==> src/rtl/pad_pkg.sv <==
package pad_pkg;

    localparam int BTN_W = 8;

    typedef enum logic [1:0] {
        SEQ_IDLE,
        SEQ_STROBE,
        SEQ_RLOW,
        SEQ_RHIGH
    } seq_state_e;

    typedef struct packed {
        logic [BTN_W-1:0] p1;
        logic [BTN_W-1:0] p2;
    } pad_pair_t;

    function automatic logic merge_lines(input logic [1:0] lines);
        return lines[0] | lines[1];
    endfunction

endpackage

==> src/rtl/pad_seq.sv <==
module pad_seq
    import pad_pkg::*;
#(
    parameter int STROBE_CYC = 4,
    parameter int RCLK_HALF  = 3
) (
    input  logic clk,
    input  logic rst,
    input  logic go,
    input  logic last_bit,
    output logic strobe_out,
    output logic read_clk_out,
    output logic load,
    output logic sample,
    output logic poll_done
);
    localparam int MAXC = (STROBE_CYC > RCLK_HALF) ? STROBE_CYC : RCLK_HALF;
    localparam int CW   = $clog2(MAXC + 1);

    seq_state_e    state;
    logic [CW-1:0] cnt;
    logic          fin;

    assign strobe_out   = (state == SEQ_STROBE);
    assign read_clk_out = (state == SEQ_RHIGH);
    assign load         = (state == SEQ_IDLE) && go;
    assign sample       = (state == SEQ_RLOW) && (cnt == '0);
    assign poll_done    = (state == SEQ_RHIGH) && (cnt == '0) && fin;

    always_ff @(posedge clk) begin
        if (rst) begin
            state <= SEQ_IDLE;
            cnt   <= '0;
            fin   <= 1'b0;
        end else begin
            case (state)
                SEQ_IDLE: begin
                    if (go) begin
                        state <= SEQ_STROBE;
                        cnt   <= CW'(STROBE_CYC - 1);
                        fin   <= 1'b0;
                    end
                end
                SEQ_STROBE: begin
                    if (cnt == '0) begin
                        state <= SEQ_RLOW;
                        cnt   <= CW'(RCLK_HALF - 1);
                    end else begin
                        cnt <= cnt - 1'b1;
                    end
                end
                SEQ_RLOW: begin
                    if (cnt == '0) begin
                        state <= SEQ_RHIGH;
                        cnt   <= CW'(RCLK_HALF - 1);
                        if (last_bit) fin <= 1'b1;
                    end else begin
                        cnt <= cnt - 1'b1;
                    end
                end
                SEQ_RHIGH: begin
                    if (cnt == '0) begin
                        if (fin) begin
                            state <= SEQ_IDLE;
                        end else begin
                            state <= SEQ_RLOW;
                            cnt   <= CW'(RCLK_HALF - 1);
                        end
                    end else begin
                        cnt <= cnt - 1'b1;
                    end
                end
                default: state <= SEQ_IDLE;
            endcase
        end
    end

endmodule

==> src/rtl/pad_capture.sv <==
module pad_capture
    import pad_pkg::*;
(
    input  logic      clk,
    input  logic      rst,
    input  logic      load,
    input  logic      sample,
    input  logic [1:0] d1,
    input  logic [1:0] d2,
    output pad_pair_t res,
    output logic      last_bit
);
    logic [1:0]            din;
    logic [1:0][BTN_W-1:0] shv;

    assign din = {merge_lines(d2), merge_lines(d1)};

    for (genvar p = 0; p < 2; p++) begin : g_port
        localparam logic [BTN_W-1:0] PRE = (p == 1) ? BTN_W'(1) : '0;
        logic [BTN_W-1:0] sh;

        always_ff @(posedge clk) begin
            if (rst) begin
                sh <= '0;
            end else if (load) begin
                sh <= PRE;
            end else if (sample) begin
                sh <= {sh[BTN_W-2:0], din[p]};
            end
        end

        assign shv[p] = sh;
    end

    assign res.p1   = shv[0];
    assign res.p2   = shv[1];
    assign last_bit = shv[1][BTN_W-1];

endmodule

==> src/rtl/pad_verify.sv <==
module pad_verify
    import pad_pkg::*;
#(
    parameter int MAX_RETRY = 15
) (
    input  logic             clk,
    input  logic             rst,
    input  logic             start,
    input  logic             verify_en,
    input  logic             poll_done,
    input  pad_pair_t        res,
    output logic             go,
    output logic [BTN_W-1:0] buttons1,
    output logic [BTN_W-1:0] buttons2,
    output logic             done,
    output logic             err
);
    localparam int RW = $clog2(MAX_RETRY + 1);

    logic          busy;
    logic          mode;
    logic          first;
    logic [RW-1:0] retry;
    pad_pair_t     ref_q;

    always_ff @(posedge clk) begin
        if (rst) begin
            busy     <= 1'b0;
            mode     <= 1'b0;
            first    <= 1'b0;
            retry    <= '0;
            ref_q    <= '0;
            go       <= 1'b0;
            done     <= 1'b0;
            err      <= 1'b0;
            buttons1 <= '0;
            buttons2 <= '0;
        end else begin
            go   <= 1'b0;
            done <= 1'b0;
            if (!busy) begin
                if (start) begin
                    busy  <= 1'b1;
                    mode  <= verify_en;
                    first <= 1'b1;
                    retry <= '0;
                    go    <= 1'b1;
                end
            end else if (poll_done) begin
                if (!mode || (!first && res == ref_q)) begin
                    busy     <= 1'b0;
                    done     <= 1'b1;
                    err      <= 1'b0;
                    buttons1 <= res.p1;
                    buttons2 <= res.p2;
                end else if (first) begin
                    ref_q <= res;
                    first <= 1'b0;
                    go    <= 1'b1;
                end else if (retry == RW'(MAX_RETRY - 1)) begin
                    busy     <= 1'b0;
                    done     <= 1'b1;
                    err      <= 1'b1;
                    buttons1 <= res.p1;
                    buttons2 <= res.p2;
                end else begin
                    retry <= retry + 1'b1;
                    ref_q <= res;
                    go    <= 1'b1;
                end
            end
        end
    end

endmodule

==> src/rtl/pad_poller.sv <==
module pad_poller
    import pad_pkg::*;
#(
    parameter int STROBE_CYC = 4,
    parameter int RCLK_HALF  = 3,
    parameter int MAX_RETRY  = 15
) (
    input  logic             clk,
    input  logic             rst,
    input  logic             start,
    input  logic             verify_en,
    input  logic [1:0]       pad1_data,
    input  logic [1:0]       pad2_data,
    output logic             strobe_out,
    output logic             read_clk_out,
    output logic [BTN_W-1:0] buttons1,
    output logic [BTN_W-1:0] buttons2,
    output logic             done,
    output logic             err
);
    logic      go;
    logic      load;
    logic      sample;
    logic      last_bit;
    logic      poll_done;
    pad_pair_t res;

    pad_seq #(
        .STROBE_CYC (STROBE_CYC),
        .RCLK_HALF  (RCLK_HALF)
    ) u_seq (
        .clk          (clk),
        .rst          (rst),
        .go           (go),
        .last_bit     (last_bit),
        .strobe_out   (strobe_out),
        .read_clk_out (read_clk_out),
        .load         (load),
        .sample       (sample),
        .poll_done    (poll_done)
    );

    pad_capture u_cap (
        .clk      (clk),
        .rst      (rst),
        .load     (load),
        .sample   (sample),
        .d1       (pad1_data),
        .d2       (pad2_data),
        .res      (res),
        .last_bit (last_bit)
    );

    pad_verify #(
        .MAX_RETRY (MAX_RETRY)
    ) u_ver (
        .clk       (clk),
        .rst       (rst),
        .start     (start),
        .verify_en (verify_en),
        .poll_done (poll_done),
        .res       (res),
        .go        (go),
        .buttons1  (buttons1),
        .buttons2  (buttons2),
        .done      (done),
        .err       (err)
    );

endmodule

==> config.mk <==
export PLATFORM = sky130hd
export DESIGN_NAME = pad_poller
export DESIGN_NICKNAME = d
export VERILOG_FILES = /design/src/rtl/pad_pkg.sv /design/src/rtl/pad_seq.sv /design/src/rtl/pad_capture.sv /design/src/rtl/pad_verify.sv /design/src/rtl/pad_poller.sv
export SDC_FILE = /design/constraint.sdc
export NUM_CORES = 1
export LEC_CHECK = 0
export BUFFER_PORTS_ARGS = -buffer_cell sky130_fd_sc_hd__buf_2
export CAP_MARGIN = 40
export CORE_ASPECT_RATIO = 2
export CORE_MARGIN = 2
export CORE_UTILIZATION = 55
export DETAILED_ROUTE_END_ITERATION = 16
export PLACE_DENSITY_LB_ADDON = 0.1
export SLEW_MARGIN = 10
export SYNTH_ARGS = -nofsm -noshare
export SYNTH_HDL_FRONTEND = slang
export SYNTH_SLANG_ARGS = --single-unit
==> constraint.sdc <==
create_clock -name clk -period 2.24 [get_ports clk]
set_input_delay 0.224 -clock clk [delete_from_list [all_inputs] [get_ports clk]]
set_output_delay 0.224 -clock clk [all_outputs]
set_load 0.05 [all_outputs]
==> results.sh <==
export IMPL_max_cap_violations=0
export IMPL_syn_inst=341
export IMPL_cp_startpoint="u_cap.g_port[1].sh[7]$_SDFFE_PP0P_"
export IMPL_avgRoutedWirePerCell_um=14.8
export IMPL_crit_required_ns=2.45
export IMPL_relSlewSlack=0.578
export IMPL_ys_seq_area_frac=0.461
export IMPL_min_period_over_period=0.919
export IMPL_leakage_nw=1.22
export IMPL_yosysWarnings=0
export IMPL_reg2reg_from="u_cap.g_port[1].sh[7]$_SDFFE_PP0P_"
export IMPL_setup_violations=0
export IMPL_synth_edf_count=0
export IMPL_top_layer="met4"
export IMPL_grt_pass1_vias=2248
export IMPL_reg2reg_depth=7
export IMPL_tightest_slew_ns=0.632
export IMPL_worstPathMaxFanout=29
export IMPL_cp_start_kind="flop"
export IMPL_arrival_ns=2.27
export IMPL_wl_met1_um=2600
export IMPL_ant_nets=0
export IMPL_power_density_nw_per_um2=719
export IMPL_synth_top_area_share=0.461
export IMPL_io_pins=28
export IMPL_hold_class="in -> reg"
export IMPL_synth_ff_type="dfxtp_1"
export IMPL_port_buffers=27
export IMPL_root_buffer="clkbuf_8"
export IMPL_num_vias=2479
export IMPL_cp_end_kind="flop"
export IMPL_grt_pass1_wl_um=10200
export IMPL_cts_tree="built"
export IMPL_met3_length_um=283
export IMPL_grt_total_usage=0.243
export IMPL_clk_latency_ns=0.35
export IMPL_fin_tns_setup_ns=0
export IMPL_finalCriticalPeriod_ns=2.06
export IMPL_gr_total_overflow=0
export IMPL_coreArea_sq_um=4860
export IMPL_cts_buffer_depth=2
export IMPL_clkSinkCount=64
export IMPL_dpl_hpwl_um=4150
export IMPL_finalClockSkew_ns=0.00637
export IMPL_clock_fmax_mhz=486
export IMPL_die_h_um=105
export IMPL_drv_slew=0
export IMPL_drive_gt1_frac=0.158
export IMPL_post_route_drc_count=0
export IMPL_r2r_end="u_ver.buttons2[4]$_SDFFE_PP0P_"
export IMPL_fin_util=0.650
export IMPL_cts_htree_levels=3
export IMPL_dieArea_sq_um=5680
export IMPL_critPathKind="reg -> reg"
export IMPL_netlist_area_sq_um=2780
export IMPL_holdBufCountCts=0
export IMPL_gp_congestion=0.801
export IMPL_synth_most_common_cell="dfxtp_1"
export IMPL_synth_common_cells="dfxtp_1 (64), a21oi_1 (52), nand2_1 (35), nand3_1 (35), o21ai_0 (35)"
export IMPL_synthesis_nets=353
export IMPL_yosysTopAreaCell="dfxtp_1"
export IMPL_ys_top_cells_by_area="dfxtp_1 (46%), a21oi_1 (9.4%), nand3_1 (6.3%), o21ai_0 (6.3%), nand2_1 (4.7%)"
export IMPL_clk_pin_slew_ns=0.06
export IMPL_peakVddDrop_v=0.000556
export IMPL_syn_area_per_cell_sq_um=8.16
export IMPL_rrSetupSlack_ns=0.18
export IMPL_dieWidth_um=54.3
export IMPL_final_hold_viol_count=0
export IMPL_wl_met2_um=3220
export IMPL_drt_iter0_markers=63
export IMPL_fill_cells=454
export IMPL_drt_wl_total_um=6280
export IMPL_synth_seq_cells=64
export IMPL_status="finished clean"
export IMPL_num_antenna_cells=0
export IMPL_grt_start_max_net_pins=45
export IMPL_row_count=36
export IMPL_nets=377
export IMPL_synth_distinct_cells=43
export IMPL_drtPass1Iterations=5
export IMPL_start_util=0.572
export IMPL_rsz0062_at_grt="false"
export IMPL_via_per_inst=5.85
export IMPL_synthArstFlopShare=0
export IMPL_cp_endpoint="u_ver.buttons2[4]$_SDFFE_PP0P_"
export IMPL_area_growth_pct=13.6
export IMPL_numCtsBuffers=9
export IMPL_antenna_found_initial=0
## registers in the layout (all words and copies together) (netlist names), 2 cells and up
signal           cells
u_ver.ref_q         16
u_ver.retry          4
u_cap.g_port.sh     16
u_ver.buttons1       8
u_seq.cnt            3
u_ver.buttons2       8
u_seq.state          2
## routing by layer
layer,vias up,track usage
met5,-,0
met4,0,0.114
met3,16,0.0743
met2,58,0.374
met1,1171,0.297
li1,1234,-
## logic make-up after synthesis
logic type / after synthesis / synth area share
compound gates: 105 / 0.204
xor+xnor: 16 / 0.0504
simple gates: 118 / 0.212
flops: 64 / 0.461
fa+ha+maj: 4 / 0.0180
buf+inv: 32 / 0.0468
mux: 2 / 0.00765
## cells in the final DEF, fill, tap and decap left out, types with 2 or more instances in the layout
master / count
nand3_1: 35
o211ai_1: 3
nor2b_1: 3
a21oi_1: 52
ha_1: 4
a211oi_1: 5
or4bb_1: 2
xor2_1: 13
a31oi_1: 2
nor4_1: 3
buf_4: 11
nand2b_1: 3
inv_1: 5
or3_1: 4
dfxtp_1: 64
clkbuf_8: 11
buf_12: 2
nand2_1: 35
o21ai_0: 35
xnor2_1: 3
nor2_1: 18
nor3_1: 6
buf_2: 27
## report_power, final
group	internal (mW)	switching, mW	total, mW
combinational	0.0810	0.148	0.229
sequential	1.16	0.0272	1.19
clock	0.442	0.412	0.853
total	1.69	0.587	2.27
## cell type report
| type | instances | area, sq um | area share |
|---|---|---|---|
| multi-input cells | 245 | 1370 | 0.434 |
| clock inverters | 1 | 5.00 | 0.00158 |
| well taps | 57 | 71.3 | 0.0226 |
| clock buffers | 12 | 155 | 0.0491 |
| inverters | 5 | 18.8 | 0.00594 |
| repair buffers | 40 | 258 | 0.0816 |
| flip-flops and latches | 64 | 1280 | 0.405 |
## metrics by stage
step / worst slack (ns) / total power [mW] / hold WS [ns] / area (sq um) / std cells
2_1_floorplan: 0.370 / 1.38 / 0.368 / 2780 / 341
3_3_place_gp: 0.209 / 1.44 / 0.456 / 3000 / 411
3_5_place_dp: 0.165 / 1.45 / 0.465 / 3000 / 411
4_1_cts: 0.146 / 2.28 / 0.112 / 3160 / 424
5_1_grt: 0.0441 / 2.37 / 0.128 / 3160 / 424
6_report: 0.181 / 2.27 / 0.113 / 3160 / 424
## how the worst min path moves through the flow
| stage | to | start | slack (ns) | cells past startpoint |
|---|---|---|---|---|
| floorplan | u_ver.mode$_SDFFE_PP0P_ | verify_en | 0.37 | 2 |
| detailed placement | u_ver.buttons2[5]$_SDFFE_PP0P_ | u_ver.buttons2[5]$_SDFFE_PP0P_ | 0.47 | 2 |
| global route | u_ver.mode$_SDFFE_PP0P_ | verify_en | 0.13 | 3 |
| global placement | u_ver.mode$_SDFFE_PP0P_ | verify_en | 0.46 | 3 |
| CTS | u_ver.mode$_SDFFE_PP0P_ | verify_en | 0.11 | 3 |
| finish | u_ver.mode$_SDFFE_PP0P_ | verify_en | 0.11 | 3 |
## critical path, stage by stage, from the launching register on
cell     delay (ns)
dfxtp_1        0.36
xor2_1         0.19
nor4_1         0.37
nand4_1        0.26
o21a_2         0.32
buf_12         0.17
o21ai_0        0.16
a21oi_1        0.08
## timing repair
| item | CTS | global route |
|---|---|---|
| resized for setup | 0 | 1 |
| buffers inserted | 0 | 0 |
| setup endpoints to repair | 0 | 5 |
No activity file was read; power rests on OpenSTA's default activity.
